===== src/rtl/bdtq_pkg.sv =====
package bdtq_pkg;
  localparam int unsigned TRACE_DEPTH  = 8;
  localparam int unsigned TRACE_ADDR_W = 28;
  localparam int unsigned TRACE_WORD_W = 32;
  localparam int unsigned TRACE_IN_W   = 32;
endpackage


===== src/rtl/bdtq_store.sv =====
module bdtq_store #(
  parameter int unsigned DEPTH  = bdtq_pkg::TRACE_DEPTH,
  parameter int unsigned ADDR_W = bdtq_pkg::TRACE_ADDR_W
) (
  input  logic              clk,
  input  logic              por_n,
  input  logic              cap,
  input  logic [ADDR_W-1:0] cap_addr,
  output logic [ADDR_W-1:0] slots [DEPTH]
);
  // Address slots are deliberately left without reset.
  always_ff @(posedge clk) begin
    if (cap) begin
      slots[0] <= cap_addr;
      for (int i = 1; i < DEPTH; i++) slots[i] <= slots[i-1];
    end
  end

  assert_shift_R1: assert property (@(posedge clk) disable iff (!por_n)
    cap |=> (slots[1] == $past(slots[0]) && slots[DEPTH-1] == $past(slots[DEPTH-2])));

  assert_hold_R8: assert property (@(posedge clk) disable iff (!por_n)
    !cap |=> (slots[0] == $past(slots[0]) && slots[DEPTH-1] == $past(slots[DEPTH-1])));
endmodule


===== src/rtl/bdtq_flags.sv =====
module bdtq_flags #(
  parameter int unsigned DEPTH = bdtq_pkg::TRACE_DEPTH
) (
  input  logic             clk,
  input  logic             por_n,
  input  logic             arm,
  input  logic             cap,
  input  logic [DEPTH-1:0] clr_mask,
  output logic [DEPTH-1:0] flags
);
  logic [DEPTH-1:0] after_rd, after_arm, nxt;

  always_comb begin
    after_rd  = flags & ~clr_mask;
    after_arm = arm ? '0 : after_rd;
    nxt       = cap ? {after_arm[DEPTH-2:0], 1'b1} : after_arm;
  end

  always_ff @(posedge clk or negedge por_n) begin
    if (!por_n) flags <= '0;
    else        flags <= nxt;
  end

  assert_capture_sets_R4: assert property (@(posedge clk) disable iff (!por_n)
    cap |=> flags[0]);

  assert_arm_clears_R7: assert property (@(posedge clk) disable iff (!por_n)
    (arm && !cap) |=> (flags == '0));

  assert_read_clears_R5: assert property (@(posedge clk) disable iff (!por_n)
    (!cap && !arm && clr_mask != '0) |=> ((flags & $past(clr_mask)) == '0));

  always_ff @(posedge clk) begin
    if (!por_n) assert_por_clears_R9: assert (flags == '0);
  end
endmodule


===== src/rtl/bdtq_select.sv =====
module bdtq_select #(
  parameter int unsigned DEPTH  = bdtq_pkg::TRACE_DEPTH,
  parameter int unsigned ADDR_W = bdtq_pkg::TRACE_ADDR_W,
  parameter int unsigned WORD_W = bdtq_pkg::TRACE_WORD_W
) (
  input  logic [DEPTH-1:0]  flags,
  input  logic [ADDR_W-1:0] slots [DEPTH],
  output logic [DEPTH-1:0]  sel_oh,
  output logic [WORD_W-1:0] word
);
  localparam int unsigned PAD_W = WORD_W - 1 - ADDR_W;

  // Oldest valid slot wins: highest index with its flag set.
  for (genvar i = 0; i < DEPTH; i++) begin : g_pick
    if (i == DEPTH - 1) begin : g_top
      assign sel_oh[i] = flags[i];
    end else begin : g_low
      assign sel_oh[i] = flags[i] & ~(|flags[DEPTH-1:i+1]);
    end
  end

  logic [ADDR_W-1:0] addr;
  always_comb begin
    addr = slots[DEPTH-1];
    for (int i = 0; i < DEPTH; i++) if (sel_oh[i]) addr = slots[i];
  end

  assign word = {|flags, {PAD_W{1'b0}}, addr};
endmodule


===== src/rtl/bdtq_trace_queue.sv =====
module bdtq_trace_queue #(
  parameter int unsigned DEPTH  = bdtq_pkg::TRACE_DEPTH,
  parameter int unsigned ADDR_W = bdtq_pkg::TRACE_ADDR_W,
  parameter int unsigned WORD_W = bdtq_pkg::TRACE_WORD_W,
  parameter int unsigned IN_W   = bdtq_pkg::TRACE_IN_W
) (
  input  logic              clk,
  input  logic              por_n,
  input  logic              trace_en,
  input  logic              br_valid,
  output logic              br_ready,
  input  logic [IN_W-1:0]   br_addr,
  input  logic              rd_valid,
  output logic              rd_ready,
  output logic [WORD_W-1:0] rd_word,
  input  logic              wr_valid,
  output logic              wr_ready,
  input  logic [WORD_W-1:0] wr_data
);
  logic              en_q;
  logic              arm, cap;
  logic [DEPTH-1:0]  flags, sel_oh, clr_mask;
  logic [ADDR_W-1:0] slots [DEPTH];
  logic              unused_bits;

  assign unused_bits = ^{wr_valid, wr_data, br_addr[IN_W-1:ADDR_W]};

  assign br_ready = 1'b1;
  assign rd_ready = 1'b1;
  assign wr_ready = 1'b1;

  always_ff @(posedge clk or negedge por_n) begin
    if (!por_n) en_q <= 1'b0;
    else        en_q <= trace_en;
  end

  assign arm      = trace_en & ~en_q;
  assign cap      = br_valid & trace_en;
  assign clr_mask = rd_valid ? sel_oh : '0;

  bdtq_store #(.DEPTH(DEPTH), .ADDR_W(ADDR_W)) u_store (
    .clk(clk), .por_n(por_n), .cap(cap),
    .cap_addr(br_addr[ADDR_W-1:0]), .slots(slots));

  bdtq_flags #(.DEPTH(DEPTH)) u_flags (
    .clk(clk), .por_n(por_n), .arm(arm), .cap(cap),
    .clr_mask(clr_mask), .flags(flags));

  bdtq_select #(.DEPTH(DEPTH), .ADDR_W(ADDR_W), .WORD_W(WORD_W)) u_sel (
    .flags(flags), .slots(slots), .sel_oh(sel_oh), .word(rd_word));

  assert_flag_bit_R3: assert property (@(posedge clk) disable iff (!por_n)
    rd_word[WORD_W-1] == (flags != '0));

  assert_one_pick_R5: assert property (@(posedge clk) disable iff (!por_n)
    $onehot0(clr_mask));

  assert_no_backpressure_R12: assert property (@(posedge clk) disable iff (!por_n)
    br_ready && rd_ready && wr_ready);

  assert_idle_stable_R10: assert property (@(posedge clk) disable iff (!por_n)
    (!rd_valid && !cap && !arm) |=> $stable(flags));
endmodule


===== config.mk =====
export PLATFORM = sky130hd
export DESIGN_NAME = bdtq_trace_queue
export DESIGN_NICKNAME = d
export VERILOG_FILES = /design/src/rtl/bdtq_pkg.sv /design/src/rtl/bdtq_store.sv /design/src/rtl/bdtq_flags.sv /design/src/rtl/bdtq_select.sv /design/src/rtl/bdtq_trace_queue.sv
export SDC_FILE = /design/constraint.sdc
export NUM_CORES = 1
export LEC_CHECK = 0
export ABC_AREA = 1
export BUFFER_PORTS_ARGS = -buffer_cell sky130_fd_sc_hd__buf_4
export CELL_PAD_IN_SITES_DETAIL_PLACEMENT = 1
export CELL_PAD_IN_SITES_GLOBAL_PLACEMENT = 2
export CORE_UTILIZATION = 42
export DETAILED_ROUTE_END_ITERATION = 8
export HOLD_SLACK_MARGIN = 0.12
export PLACE_DENSITY_LB_ADDON = 0.05
export REMOVE_ABC_BUFFERS = 1
export SYNTH_ARGS = -nofsm -noshare
export SYNTH_HDL_FRONTEND = slang
export SYNTH_SLANG_ARGS = --single-unit

===== constraint.sdc =====
create_clock -name clk -period 2.7 [get_ports clk]
set_clock_uncertainty 0.1 [all_clocks]
set_input_delay 0.27 -clock clk [delete_from_list [all_inputs] [get_ports clk]]
set_output_delay 0.27 -clock clk [all_outputs]
set_load 0.01 [all_outputs]

# After elaboration in Yosys (flattened, before gate mapping)
# Index checks and enable logic that the tools add are counted.
dict set report classes {
  mux 11
  n_bitwise 19
  n_reduce_logical 7
}
# cell count
set ops {}
lappend ops {{2-to-1 mux 28 bit} 8}
lappend ops {{2-to-1 mux 8 bit} 3}
lappend ops {{bitwise AND 1 bit} 9}
lappend ops {{bitwise AND 8 bit} 1}
lappend ops {{inverter 1 bit} 8}
lappend ops {{inverter 8 bit} 1}
lappend ops {{OR reduction 8 bit} 1}
lappend ops {{OR reduction 7 bit} 1}
lappend ops {{OR reduction 6 bit} 1}
lappend ops {{OR reduction 5 bit} 1}
lappend ops {{OR reduction 4 bit} 1}
lappend ops {{OR reduction 3 bit} 1}
lappend ops {{OR reduction 2 bit} 1}
dict set report totals {
  ff_bits 233
  output_inout_bits 35
  in_bits 70
}

# Longest topological paths before layout
# Gate-level depths: netlist of run 1.
dict set report logic_depth {
  ltp_word 11
  mapped_depth 13
  depth_no_buf 11
}

# Modules after synthesis
# Synthesis of run 1 repeated with hierarchy kept, for this count alone.
dict set report hier_totals {
  hier_cells 898
  area_unflattened_um2 9917.0
}
# module area_per_inst_um2 seq_area_each_um2 instances cells_per_inst
set by_module_without_submodules {}
lappend by_module_without_submodules {bdtq_store 6726.5 6726.5 1 224}
lappend by_module_without_submodules {bdtq_select 2652.5 0.0 1 594}
lappend by_module_without_submodules {bdtq_flags 406.6 200.2 1 54}
lappend by_module_without_submodules {bdtq_trace_queue 131.4 25.0 1 26}

# Worst setup path after synthesis of run 1
# No wires, ideal clock.
dict set report synth_timing {
  path_kind {input to register}
  from {input trace_en}
  to {register u_flags.flags[0]}
  path_slack_ns -4.060
  path_stages 3
  required_ns 2.433
  arrival_ns 6.493
  n_path_buf 0
  path_cell_list {nand2_1 clkinv_1 or2_2}
}
dict set report synth_between {
  elab_cells_between_ends 4
  cone_classes {mux (2); bitwise (2)}
}
# element line_no
set synth_rtl {}
lappend synth_rtl {{start: declaration} bdtq_trace_queue.sv:9} ;# input logic trace_en,
lappend synth_rtl {{bitwise AND 1 bit} bdtq_trace_queue.sv:38} ;# assign cap = br_valid & trace_en;
lappend synth_rtl {{via cap} bdtq_trace_queue.sv:21} ;# logic arm, cap;
lappend synth_rtl {{2-to-1 mux 8 bit} bdtq_flags.sv:16} ;# nxt = cap ? {after_arm[DEPTH-2:0], 1'b1} : after_arm;
lappend synth_rtl {{via u_flags.nxt[0]} bdtq_flags.sv:11} ;# logic [DEPTH-1:0] after_rd, after_arm, nxt;
lappend synth_rtl {{end signal: assignment} bdtq_flags.sv:21} ;# else flags <= nxt;
lappend synth_rtl {{end: declaration} bdtq_flags.sv:9} ;# output logic [DEPTH-1:0] flags
# The timed path passes the listed nets, and every way through them passes these cells.
# A chain may end at the register's enable or synchronous reset.

# Worst setup path in the final report of run 1
dict set report layout_timing {
  from {register u_flags.flags[6]}
  to {output rd_word[1]}
}
dict set report layout_between {
  elab_chain_cells 11
  elab_cells_between_ends 27
  cone_classes {mux (8); bitwise (13); reduce/logical (6)}
}
# element line_no
set layout_rtl {}
lappend layout_rtl {{OR reduction 7 bit} bdtq_select.sv:18} ;# assign sel_oh[i] = flags[i] & ~(|flags[DEPTH-1:i+1]);
lappend layout_rtl {{inverter 1 bit} bdtq_select.sv:18}
lappend layout_rtl {{bitwise AND 1 bit} bdtq_select.sv:18}
lappend layout_rtl {{2-to-1 mux 28 bit (6 in a row)} bdtq_select.sv:25} ;# for (int i = 0; i < DEPTH; i++) if (sel_oh[i]) addr = slots[i];
lappend layout_rtl {{2-to-1 mux 28 bit (*) (2 in a row)} bdtq_select.sv:25}
lappend layout_rtl {{end: declaration} bdtq_trace_queue.sv:15} ;# output logic [WORD_W-1:0] rd_word,
# Every way passes the cells marked *; elsewhere a longest branch is shown, timed or not.

==> metrics.txt, run 1 <==
# TYPE chip_impl_metric gauge
chip_impl_metric{name="fin_area",unit="um^2"} 12800
chip_impl_metric{name="critPathRequiredTime",unit="ns"} 2.33
chip_impl_info{name="type_of_element_capturing_the_critical_path",value="output pin"} 1
chip_impl_metric{name="cts_max_path_buffers",unit=""} 3
chip_impl_metric{name="antennaDiodeCount",unit=""} 0
chip_impl_metric{name="post-route-worst-setup-slack",unit="ns"} -0.00265
chip_impl_metric{name="cts.sinks",unit=""} 233
chip_impl_metric{name="floorplan.die.height",unit="um"} 156
chip_impl_metric{name="tightest_slew",unit="ns"} 0.563
chip_impl_metric{name="cp_data_arrival_time",unit="ns"} 2.33
chip_impl_metric{name="clkLatencyLatePin",unit="ns"} 0.54
chip_impl_metric{name="wirelength",unit="um"} 27400
chip_impl_metric{name="grt-ovfl-total",unit=""} 0
chip_impl_metric{name="ys_seq_elements",unit=""} 233
chip_impl_metric{name="drt_iter0_markers",unit=""} 455
chip_impl_metric{name="mean_instance_size_in_the_synthesized_netlist",unit="um^2"} 10.8
chip_impl_metric{name="cellPowerDensity",unit="nW/um^2"} 700
chip_impl_metric{name="die_boundary_width",unit="um"} 156
chip_impl_metric{name="maximum_number_of_pins_on_one_net_before_global_route_repair",unit=""} 80
chip_impl_metric{name="overall_global_routing_usage",unit=""} 0.220
chip_impl_metric{name="io_pins",unit=""} 105
chip_impl_metric{name="dpl_cell_area",unit="um^2"} 10900
chip_impl_info{name="outcome",value="finished with violations"} 1
chip_impl_metric{name="io_buffers",unit=""} 61
chip_impl_metric{name="postRouteAntennaNets",unit=""} 0
chip_impl_info{name="clockRootBuffer",value="sky130_fd_sc_hd__clkbuf_16"} 1
chip_impl_metric{name="finalCriticalPeriod",unit="ns"} 2.70
chip_impl_metric{name="dp_hpwl",unit="um"} 15400
chip_impl_metric{name="floorplan.core_area",unit="um^2"} 22900
chip_impl_metric{name="vias_cell",unit=""} 5.11
chip_impl_info{name="critPathSlowestCell",value="sky130_fd_sc_hd__dfrtp_2"} 1
chip_impl_metric{name="drive_above_1_share",unit=""} 0.208
chip_impl_metric{name="die_area",unit="um^2"} 24300
chip_impl_metric{name="synth-warning-count",unit=""} 0
chip_impl_metric{name="timing.critical_path.slowest_cell_delay",unit="ns"} 0.45
chip_impl_metric{name="final_core_util",unit=""} 0.558
chip_impl_metric{name="hold_violations",unit=""} 0
chip_impl_metric{name="report.final.slew_viol_count",unit=""} 0
chip_impl_info{name="worst-setup-path-type",value="flip-flop to output pin"} 1
chip_impl_metric{name="crit_fanout",unit=""} 7
chip_impl_info{name="path_cells",value="nor2_8 > inv_4 > nor2_8 > nand2_8 > buf_12 > nand3_2 > nand3_2 > nand2_1 > nand2_1 > nand2_2 > nand2_2 > buf_6"} 1
chip_impl_metric{name="start_util",unit=""} 0.435
chip_impl_metric{name="yosysTopAreaCellShare",unit=""} 0.675
chip_impl_metric{name="netlist-cell-type-count",unit=""} 28
chip_impl_metric{name="final_cell_count_without_fillers",unit=""} 1382
chip_impl_info{name="type_of_origin_of_the_critical_path",value="flip-flop"} 1
chip_impl_info{name="holdCritPathClass",value="primary input to flip-flop"} 1
chip_impl_metric{name="via_count_of_the_first_global_routing_pass",unit=""} 7321
chip_impl_metric{name="syn-instance-count",unit=""} 919
chip_impl_metric{name="route.detailed.drc",unit=""} 0
chip_impl_metric{name="route.detailed.wl_per_inst",unit="um"} 19.8
chip_impl_metric{name="synth.cell_area",unit="um^2"} 9960
chip_impl_metric{name="total_power",unit="mW"} 8.95
chip_impl_metric{name="placed_cells_incl_taps",unit=""} 1282
chip_impl_metric{name="gp_routability_congestion",unit=""} 0.747
chip_impl_metric{name="cts_buffers",unit=""} 27
chip_impl_metric{name="ir_worst_vdd",unit="mV"} 0.497
chip_impl_metric{name="reg2reg_slack",unit="ns"} 0.69
chip_impl_info{name="tritoncts",value="done"} 1
chip_impl_metric{name="htreeDepth",unit=""} 1
chip_impl_metric{name="drtPass1Iterations",unit=""} 5
chip_impl_metric{name="fmaxAchievable",unit="MHz"} 370
chip_impl_metric{name="design.final.nets",unit=""} 1124
chip_impl_metric{name="p_leak",unit="nW"} 5.31
chip_impl_metric{name="grt_antenna_before_repair",unit=""} 0
chip_impl_metric{name="grt_pass1_wl",unit="um"} 40500
chip_impl_metric{name="layout-area-overhead-vs-synth",unit="%"} 28.3
chip_impl_info{name="unrepaired_setup_endpoints_after_global_routing",value="yes"} 1
chip_impl_metric{name="hold-worst-slack",unit="ns"} 0.155
chip_impl_metric{name="placement_stage_worst_setup_slack",unit="ns"} 0.274
chip_impl_info{name="violations",value="setup timing"} 1
chip_impl_metric{name="timing.setup.tns",unit="ns"} -0.00265
chip_impl_info{name="netlist_top_cells_area",value="sky130_fd_sc_hd__edfxtp_1, sky130_fd_sc_hd__nand2_1, sky130_fd_sc_hd__nand3_1"} 1
chip_impl_metric{name="slew_headroom",unit=""} 0.625
chip_impl_metric{name="row_count",unit=""} 55
chip_impl_info{name="synthDominantAreaCellType",value="sky130_fd_sc_hd__edfxtp_1"} 1
chip_impl_metric{name="finalSetupViolCount",unit=""} 1
chip_impl_metric{name="ys_seq_area_frac",unit=""} 0.698
chip_impl_metric{name="worst_setup_hold_path_clk_slew",unit="ns"} 0.06
chip_impl_metric{name="count_of_maximum_capacitance_violations",unit=""} 0
chip_impl_metric{name="timing.final.crit_share",unit=""} 1.00
chip_impl_metric{name="vias",unit=""} 7064
[routing by layer]
metal,routed length (um),share of wire,GRT usage,vias up
li1,-,-,-,3334
met1,11800,0.43,0.284,3526
met2,13800,0.50,0.386,158
met3,1030,0.038,0.0250,46
met4,690,0.025,0.0654,0
met5,0,0,0,-
[kinds of logic after synthesis]
group | count (synthesis) | share of synthesized area
flops | 233 | 0.698
other cells | 2 | 0.000754
compound gates | 98 | 0.0528
simple gates | 418 | 0.177
buf+inv | 168 | 0.0712
[sequential cells by signal (all words and copies together), names as in the netlist]
register,cells
u_store.slots,224
en_q,1
u_flags.flags,8
[path summary, 6_finish.rpt]
path / depth (start not counted) / startpoint / to
max in group asynchronous: 3 / por_n / u_flags.flags[7]
worst min-delay path: 3 / br_valid / u_flags.flags[6]
min in group asynchronous: 3 / por_n / u_flags.flags[6]
worst max-delay path: 12 / u_flags.flags[6] / rd_word[1]
worst min register to register: 0 / u_store.slots[134] / u_store.slots[106]
worst max register to register: 9 / u_flags.flags[4] / u_flags.flags[3]
[where the power goes]
group,leakage [nW],internal (mW),total (mW),switching [mW]
Sequential,2.22,4.12,4.20,0.0769
Combinational,2.73,0.664,1.52,0.854
Clock,0.361,1.80,3.23,1.43
[final cells by class]
cell class / count / area, um^2
fill: 2442 / 10100
sequential: 233 / 6960
multi-input combinational: 522 / 2600
timing repair buffer: 147 / 1590
clock buffer: 32 / 694
inverter: 123 / 495
tap: 313 / 392
clock inverter: 12 / 55.1
[cell usage in the layout (no fill, tap or decap)]
cell type	Yosys	final
sky130_fd_sc_hd__nand2_2	1	19
sky130_fd_sc_hd__o211ai_1	3	3
sky130_fd_sc_hd__o2111a_1	3	3
sky130_fd_sc_hd__nor2_8	2	2
sky130_fd_sc_hd__nor2_2	2	4
sky130_fd_sc_hd__clkinvlp_4	0	2
sky130_fd_sc_hd__nor2_1	62	55
sky130_fd_sc_hd__clkinv_8	0	1
sky130_fd_sc_hd__buf_12	0	14
sky130_fd_sc_hd__nand3_2	0	29
sky130_fd_sc_hd__dfrtp_2	0	4
sky130_fd_sc_hd__a21oi_1	54	54
sky130_fd_sc_hd__bufbuf_16	0	1
sky130_fd_sc_hd__edfxtp_1	224	224
sky130_fd_sc_hd__clkinv_2	1	1
sky130_fd_sc_hd__nor2_4	1	6
sky130_fd_sc_hd__nand3_4	0	2
sky130_fd_sc_hd__conb_1	2	6
sky130_fd_sc_hd__o22ai_1	1	1
sky130_fd_sc_hd__clkbuf_16	0	32
sky130_fd_sc_hd__inv_1	117	116
sky130_fd_sc_hd__nand4_2	1	1
sky130_fd_sc_hd__nand2_4	1	2
sky130_fd_sc_hd__inv_8	0	1
sky130_fd_sc_hd__a211oi_1	3	3
sky130_fd_sc_hd__dlygate4sd3_1	0	32
sky130_fd_sc_hd__or2_2	1	1
sky130_fd_sc_hd__inv_6	0	2
sky130_fd_sc_hd__nand3_1	106	75
sky130_fd_sc_hd__o21ai_0	34	34
sky130_fd_sc_hd__clkbuf_1	15	5
sky130_fd_sc_hd__buf_8	0	5
sky130_fd_sc_hd__buf_4	9	69
sky130_fd_sc_hd__nand2_1	241	221
sky130_fd_sc_hd__buf_6	3	21
sky130_fd_sc_hd__inv_4	0	2
sky130_fd_sc_hd__clkinv_1	2	10
sky130_fd_sc_hd__dfrtp_1	9	5
sky130_fd_sc_hd__nand2_8	0	1
[cells in the mapped netlist]
cell and count:
sky130_fd_sc_hd__buf_6 3, sky130_fd_sc_hd__o22ai_1 1, sky130_fd_sc_hd__o211ai_1 3, sky130_fd_sc_hd__edfxtp_1 224, sky130_fd_sc_hd__conb_1 2, sky130_fd_sc_hd__nand2_2 1
sky130_fd_sc_hd__a21oi_1 54, sky130_fd_sc_hd__buf_2 17, sky130_fd_sc_hd__nor2_8 2, sky130_fd_sc_hd__nand3_1 106, sky130_fd_sc_hd__a211oi_1 3, sky130_fd_sc_hd__clkinv_2 1
sky130_fd_sc_hd__nand4_2 1, sky130_fd_sc_hd__o21ai_0 34, sky130_fd_sc_hd__clkbuf_1 15, sky130_fd_sc_hd__nor2_4 1, sky130_fd_sc_hd__or2_2 1, sky130_fd_sc_hd__nand2_1 241
sky130_fd_sc_hd__o2111a_1 3, sky130_fd_sc_hd__nor2_1 62, sky130_fd_sc_hd__dfrtp_1 9, sky130_fd_sc_hd__nor2_2 2, sky130_fd_sc_hd__nand2_4 1, sky130_fd_sc_hd__inv_2 3
sky130_fd_sc_hd__buf_1 1, sky130_fd_sc_hd__clkinv_1 2, sky130_fd_sc_hd__inv_1 117, sky130_fd_sc_hd__buf_4 9
[worst max-delay path, delay by kind of cell (launching register included)]
family	cells	cell delay (ns)
flip-flops	1	0.45
AND/OR/NAND/NOR	9	0.97
buffers and inverters	3	0.39
[repair_timing]
action	CTS	global route
setup endpoints to repair	28	27
setup buffers	9	7
gates resized for setup	33	95
endpoints found under the hold margin	43	0
pin swaps	3	50
hold buffers	32	0
cloned	1	7
Power figures use the tool's default switching activity.
==> run 2, diff against run 1 <==
Settings changed: SYNTH_HIERARCHICAL set to 1.
==> run 2 against run 1 <==
  * Cell count is 1.2% lower
  * Highest routed layer unchanged
  * The flow still finishes with violations (setup timing)
  * Flip-flop and latch count stayed put
  * Register-to-register slack better by 0.13 ns
==> metrics.txt, run 2 <==
# TYPE chip_impl_metric gauge
chip_impl_metric{name="ys_seq_area_frac",unit=""} 0.701
chip_impl_info{name="hold_path_end",value="u_store/slots[145]"} 1
chip_impl_info{name="netlist_top_cells_area",value="sky130_fd_sc_hd__edfxtp_1, sky130_fd_sc_hd__nand2_1, sky130_fd_sc_hd__inv_1"} 1
chip_impl_metric{name="crit_buf_inv",unit=""} 2
chip_impl_metric{name="async_reset_ff_frac",unit=""} 0.0386
chip_impl_metric{name="dpl_cell_area",unit="um^2"} 10800
chip_impl_info{name="path_cells",value="nor2_4 > nand2_4 > nor2_8 > nand2_8 > buf_8 > or2_0 > nand3_1 > nand2_1 > nand2_1 > nand2_1 > nand2_1 > nand2_2 > buf_6"} 1
chip_impl_metric{name="hold-worst-slack",unit="ns"} 0.342
chip_impl_metric{name="p_leak",unit="nW"} 5.10
chip_impl_info{name="hp-start",value="u_store/slots[173]"} 1
chip_impl_metric{name="hold_violations",unit=""} 0
chip_impl_metric{name="floorplan.core_area",unit="um^2"} 22900
chip_impl_metric{name="floorplan.die.height",unit="um"} 156
chip_impl_metric{name="wirelength",unit="um"} 25700
chip_impl_metric{name="fin_area",unit="um^2"} 12600
chip_impl_metric{name="gp_routability_congestion",unit=""} 0.758
chip_impl_metric{name="syn-instance-count",unit=""} 898
chip_impl_metric{name="vias_cell",unit=""} 5.03
chip_impl_metric{name="drtPass1Iterations",unit=""} 4
chip_impl_info{name="reg2reg_to",value="u_flags/flags[2]"} 1
chip_impl_metric{name="synth_enable_flop_cells",unit=""} 224
chip_impl_info{name="yosysMostFrequentCell",value="sky130_fd_sc_hd__nand2_1"} 1
chip_impl_metric{name="count_of_maximum_capacitance_violations",unit=""} 0
chip_impl_metric{name="start_util",unit=""} 0.433
chip_impl_info{name="violations",value="setup timing"} 1
chip_impl_info{name="outcome",value="finished with violations"} 1
chip_impl_metric{name="clkLatencyLatePin",unit="ns"} 0.52
chip_impl_metric{name="timing.setup.tns",unit="ns"} -1.20
chip_impl_metric{name="min_delay_path_depth",unit=""} 0
chip_impl_info{name="layout_commonest_cell",value="sky130_fd_sc_hd__nand2_1"} 1
chip_impl_metric{name="route.detailed.drc",unit=""} 0
chip_impl_info{name="critPathSlowestCell",value="sky130_fd_sc_hd__dfrtp_1"} 1
chip_impl_metric{name="fmaxAchievable",unit="MHz"} 356
chip_impl_metric{name="route.detailed.wl_per_inst",unit="um"} 18.8
chip_impl_metric{name="timing.final.crit_share",unit=""} 1.04
chip_impl_metric{name="ys_seq_elements",unit=""} 233
chip_impl_metric{name="cts_max_path_buffers",unit=""} 3
chip_impl_info{name="largest-register",value="u_store/slots"} 1
chip_impl_metric{name="io_buffers",unit=""} 61
chip_impl_metric{name="cellPowerDensity",unit="nW/um^2"} 744
chip_impl_metric{name="final_core_util",unit=""} 0.550
chip_impl_info{name="synthDominantAreaCellType",value="sky130_fd_sc_hd__edfxtp_1"} 1
chip_impl_metric{name="timing.critical_path.slowest_cell_delay",unit="ns"} 0.41
chip_impl_metric{name="tightest_slew",unit="ns"} 0.621
chip_impl_metric{name="netlist-cell-type-count",unit=""} 30
chip_impl_metric{name="synth-warning-count",unit=""} 6
chip_impl_info{name="clockRootBuffer",value="sky130_fd_sc_hd__clkbuf_16"} 1
chip_impl_metric{name="ir_worst_vdd",unit="mV"} 0.449
chip_impl_info{name="type_of_element_capturing_the_critical_path",value="output pin"} 1
chip_impl_metric{name="synth.cell_area",unit="um^2"} 9920
chip_impl_metric{name="grt_antenna_before_repair",unit=""} 0
chip_impl_metric{name="row_count",unit=""} 55
chip_impl_metric{name="report.final.slew_viol_count",unit=""} 0
chip_impl_metric{name="reg2reg_slack",unit="ns"} 0.82
chip_impl_metric{name="num-fill-cells",unit=""} 2449
chip_impl_info{name="layout.cells.most_common_list",value="sky130_fd_sc_hd__nand2_1, sky130_fd_sc_hd__edfxtp_1, sky130_fd_sc_hd__inv_1"} 1
chip_impl_metric{name="die_area",unit="um^2"} 24200
chip_impl_info{name="worst-setup-path-type",value="flip-flop to output pin"} 1
chip_impl_metric{name="drive_above_1_share",unit=""} 0.199
chip_impl_metric{name="slew_headroom",unit=""} 0.585
chip_impl_metric{name="via_count_of_the_first_global_routing_pass",unit=""} 7385
chip_impl_metric{name="die_boundary_width",unit="um"} 156
chip_impl_metric{name="grt-ovfl-total",unit=""} 0
chip_impl_info{name="biggestRegsByFlops",value="u_store/slots x224, u_flags/flags x8, en_q x1"} 1
chip_impl_metric{name="rr_worst_depth",unit=""} 11
chip_impl_metric{name="mean_instance_size_in_the_synthesized_netlist",unit="um^2"} 11.0
chip_impl_info{name="critical_path.most_common_cell",value="sky130_fd_sc_hd__nand2_1"} 1
chip_impl_info{name="synthTopCellsByCount",value="sky130_fd_sc_hd__nand2_1, sky130_fd_sc_hd__edfxtp_1, sky130_fd_sc_hd__inv_1"} 1
chip_impl_metric{name="worst_setup_hold_path_clk_slew",unit="ns"} 0.06
chip_impl_info{name="holdCritPathClass",value="flip-flop to flip-flop"} 1
chip_impl_info{name="tritoncts",value="done"} 1
chip_impl_metric{name="cts.sinks",unit=""} 233
chip_impl_metric{name="maximum_number_of_pins_on_one_net_before_global_route_repair",unit=""} 75
chip_impl_metric{name="finalSetupViolCount",unit=""} 27
chip_impl_info{name="dominantRegCellSynth",value="sky130_fd_sc_hd__edfxtp_1"} 1
chip_impl_info{name="critPathTopFamily",value="simple AND/OR/NAND/NOR gates"} 1
chip_impl_metric{name="cp_data_arrival_time",unit="ns"} 2.44
chip_impl_metric{name="post-route-worst-setup-slack",unit="ns"} -0.108
chip_impl_metric{name="largest_register_ff_count",unit=""} 224
chip_impl_metric{name="dp_hpwl",unit="um"} 14400
chip_impl_metric{name="cts_buffers",unit=""} 27
chip_impl_info{name="type_of_origin_of_the_critical_path",value="flip-flop"} 1
chip_impl_metric{name="critPathRequiredTime",unit="ns"} 2.33
chip_impl_metric{name="drt_iter0_markers",unit=""} 349
chip_impl_metric{name="postRouteAntennaNets",unit=""} 0
chip_impl_metric{name="design.final.nets",unit=""} 1103
chip_impl_metric{name="finalCriticalPeriod",unit="ns"} 2.81
chip_impl_metric{name="placement_stage_worst_setup_slack",unit="ns"} 0.0556
chip_impl_metric{name="yosysTopAreaCellShare",unit=""} 0.678
chip_impl_metric{name="crit_fanout",unit=""} 9
chip_impl_metric{name="io_pins",unit=""} 105
chip_impl_metric{name="vias",unit=""} 6860
chip_impl_metric{name="htreeDepth",unit=""} 1
chip_impl_metric{name="grt_pass1_wl",unit="um"} 41000
chip_impl_metric{name="layout-area-overhead-vs-synth",unit="%"} 27.1
chip_impl_metric{name="antennaDiodeCount",unit=""} 0
chip_impl_info{name="unrepaired_setup_endpoints_after_global_routing",value="yes"} 1
chip_impl_metric{name="overall_global_routing_usage",unit=""} 0.222
chip_impl_info{name="timing.rr.start",value="u_flags/flags[6]"} 1
## run 2: cell types whose count changed after synthesis, moves of 5 or more
| cell | delta |
|---|---|
| sky130_fd_sc_hd__nand3_1 | -54 |
| sky130_fd_sc_hd__or2_2 | +7 |
| sky130_fd_sc_hd__nand4_1 | +6 |
| sky130_fd_sc_hd__a22o_1 | +8 |
| sky130_fd_sc_hd__o21ai_0 | -6 |
| sky130_fd_sc_hd__buf_2 | -5 |
| sky130_fd_sc_hd__nand2_1 | +27 |
| sky130_fd_sc_hd__or2_1 | +16 |
| sky130_fd_sc_hd__or2_0 | +16 |
| sky130_fd_sc_hd__inv_1 | -42 |
| sky130_fd_sc_hd__a21oi_1 | -10 |
| sky130_fd_sc_hd__o21ai_1 | +14 |
| sky130_fd_sc_hd__nor2_1 | +7 |
## run 2: worst max-delay path by stage
stage	depth (start not counted)	slack [ns]	start	to
2_1_floorplan	5	-2.93	br_valid	u_flags/flags[1]
3_3_place_gp	14	0.07	u_flags/flags[4]	rd_word[25]
3_5_place_dp	14	0.06	u_flags/flags[4]	rd_word[25]
4_1_cts	14	-0.09	u_flags/flags[7]	rd_word[1]
5_1_grt	14	-0.26	u_flags/flags[6]	rd_word[1]
6_report	13	-0.11	u_flags/flags[6]	rd_word[13]
## run 2: cell type report
cell class,instances,area [um^2],share of cell area
Multi-Input combinational cell,546,2610,0.207
Clock buffer,36,739,0.0587
Timing Repair inverter,1,7.51,0.000596
Inverter,80,350,0.0278
Timing Repair Buffer,144,1500,0.119
Tap cell,313,392,0.0311
Sequential cell,233,6960,0.552
Clock inverter,12,56.3,0.00447
## run 2: power by group
| group | switching, mW | total (mW) | internal (mW) | leakage (nW) |
|---|---|---|---|---|
| sequential | 0.0801 | 4.20 | 4.12 | 2.22 |
| combinational | 1.03 | 1.87 | 0.840 | 2.48 |
| clock | 1.40 | 3.31 | 1.91 | 0.401 |
## run 2: repair_timing
action | in CTS | in global routing
pin swaps | 10 | 5
resized for setup | 78 | 38
setup endpoints to repair | 28 | 28
hold buffers | 32 | 0
gates cloned | 4 | 1
buffers inserted | 19 | 2
hold endpoints to repair | 46 | 0
## run 2: cell families (layout without fill, tap and decap cells)
group | count (synthesis) | after routing | share of synthesized area
other cells | 2 | 6 | 0.000757
simple gates | 445 | 446 | 0.194
buf+inv | 124 | 273 | 0.0535
flops | 233 | 233 | 0.701
compound gates | 94 | 94 | 0.0505
## run 2: worst register-to-register path, stage by stage, from the launching register on
cell and delay (ns):
sky130_fd_sc_hd__dfrtp_1 0.41, sky130_fd_sc_hd__nor2_4 0.15, sky130_fd_sc_hd__nand2_4 0.10, sky130_fd_sc_hd__nor2_8 0.18
sky130_fd_sc_hd__nand2_8 0.15, sky130_fd_sc_hd__clkinvlp_4 0.24, sky130_fd_sc_hd__buf_4 0.15, sky130_fd_sc_hd__nand2_1 0.04
sky130_fd_sc_hd__inv_1 0.05, sky130_fd_sc_hd__inv_1 0.05, sky130_fd_sc_hd__nand4_1 0.08, sky130_fd_sc_hd__nand2_1 0.07
## run 2: per-layer routing
layer	GRT usage	share of wire	vias up
met3	0.0283	0.033	36
met4	0.0724	0.024	0
met1	0.280	0.43	3420
met5	0	0	-
li1	-	-	3270
met2	0.396	0.52	134
## run 2: stage by stage
stage	instances	total power [mW]
3_3_place_gp	1260	5.74
5_1_grt	1365	9.84
6_report	1365	9.38
3_5_place_dp	1260	5.78
4_1_cts	1363	9.39
2_1_floorplan	858	5.10
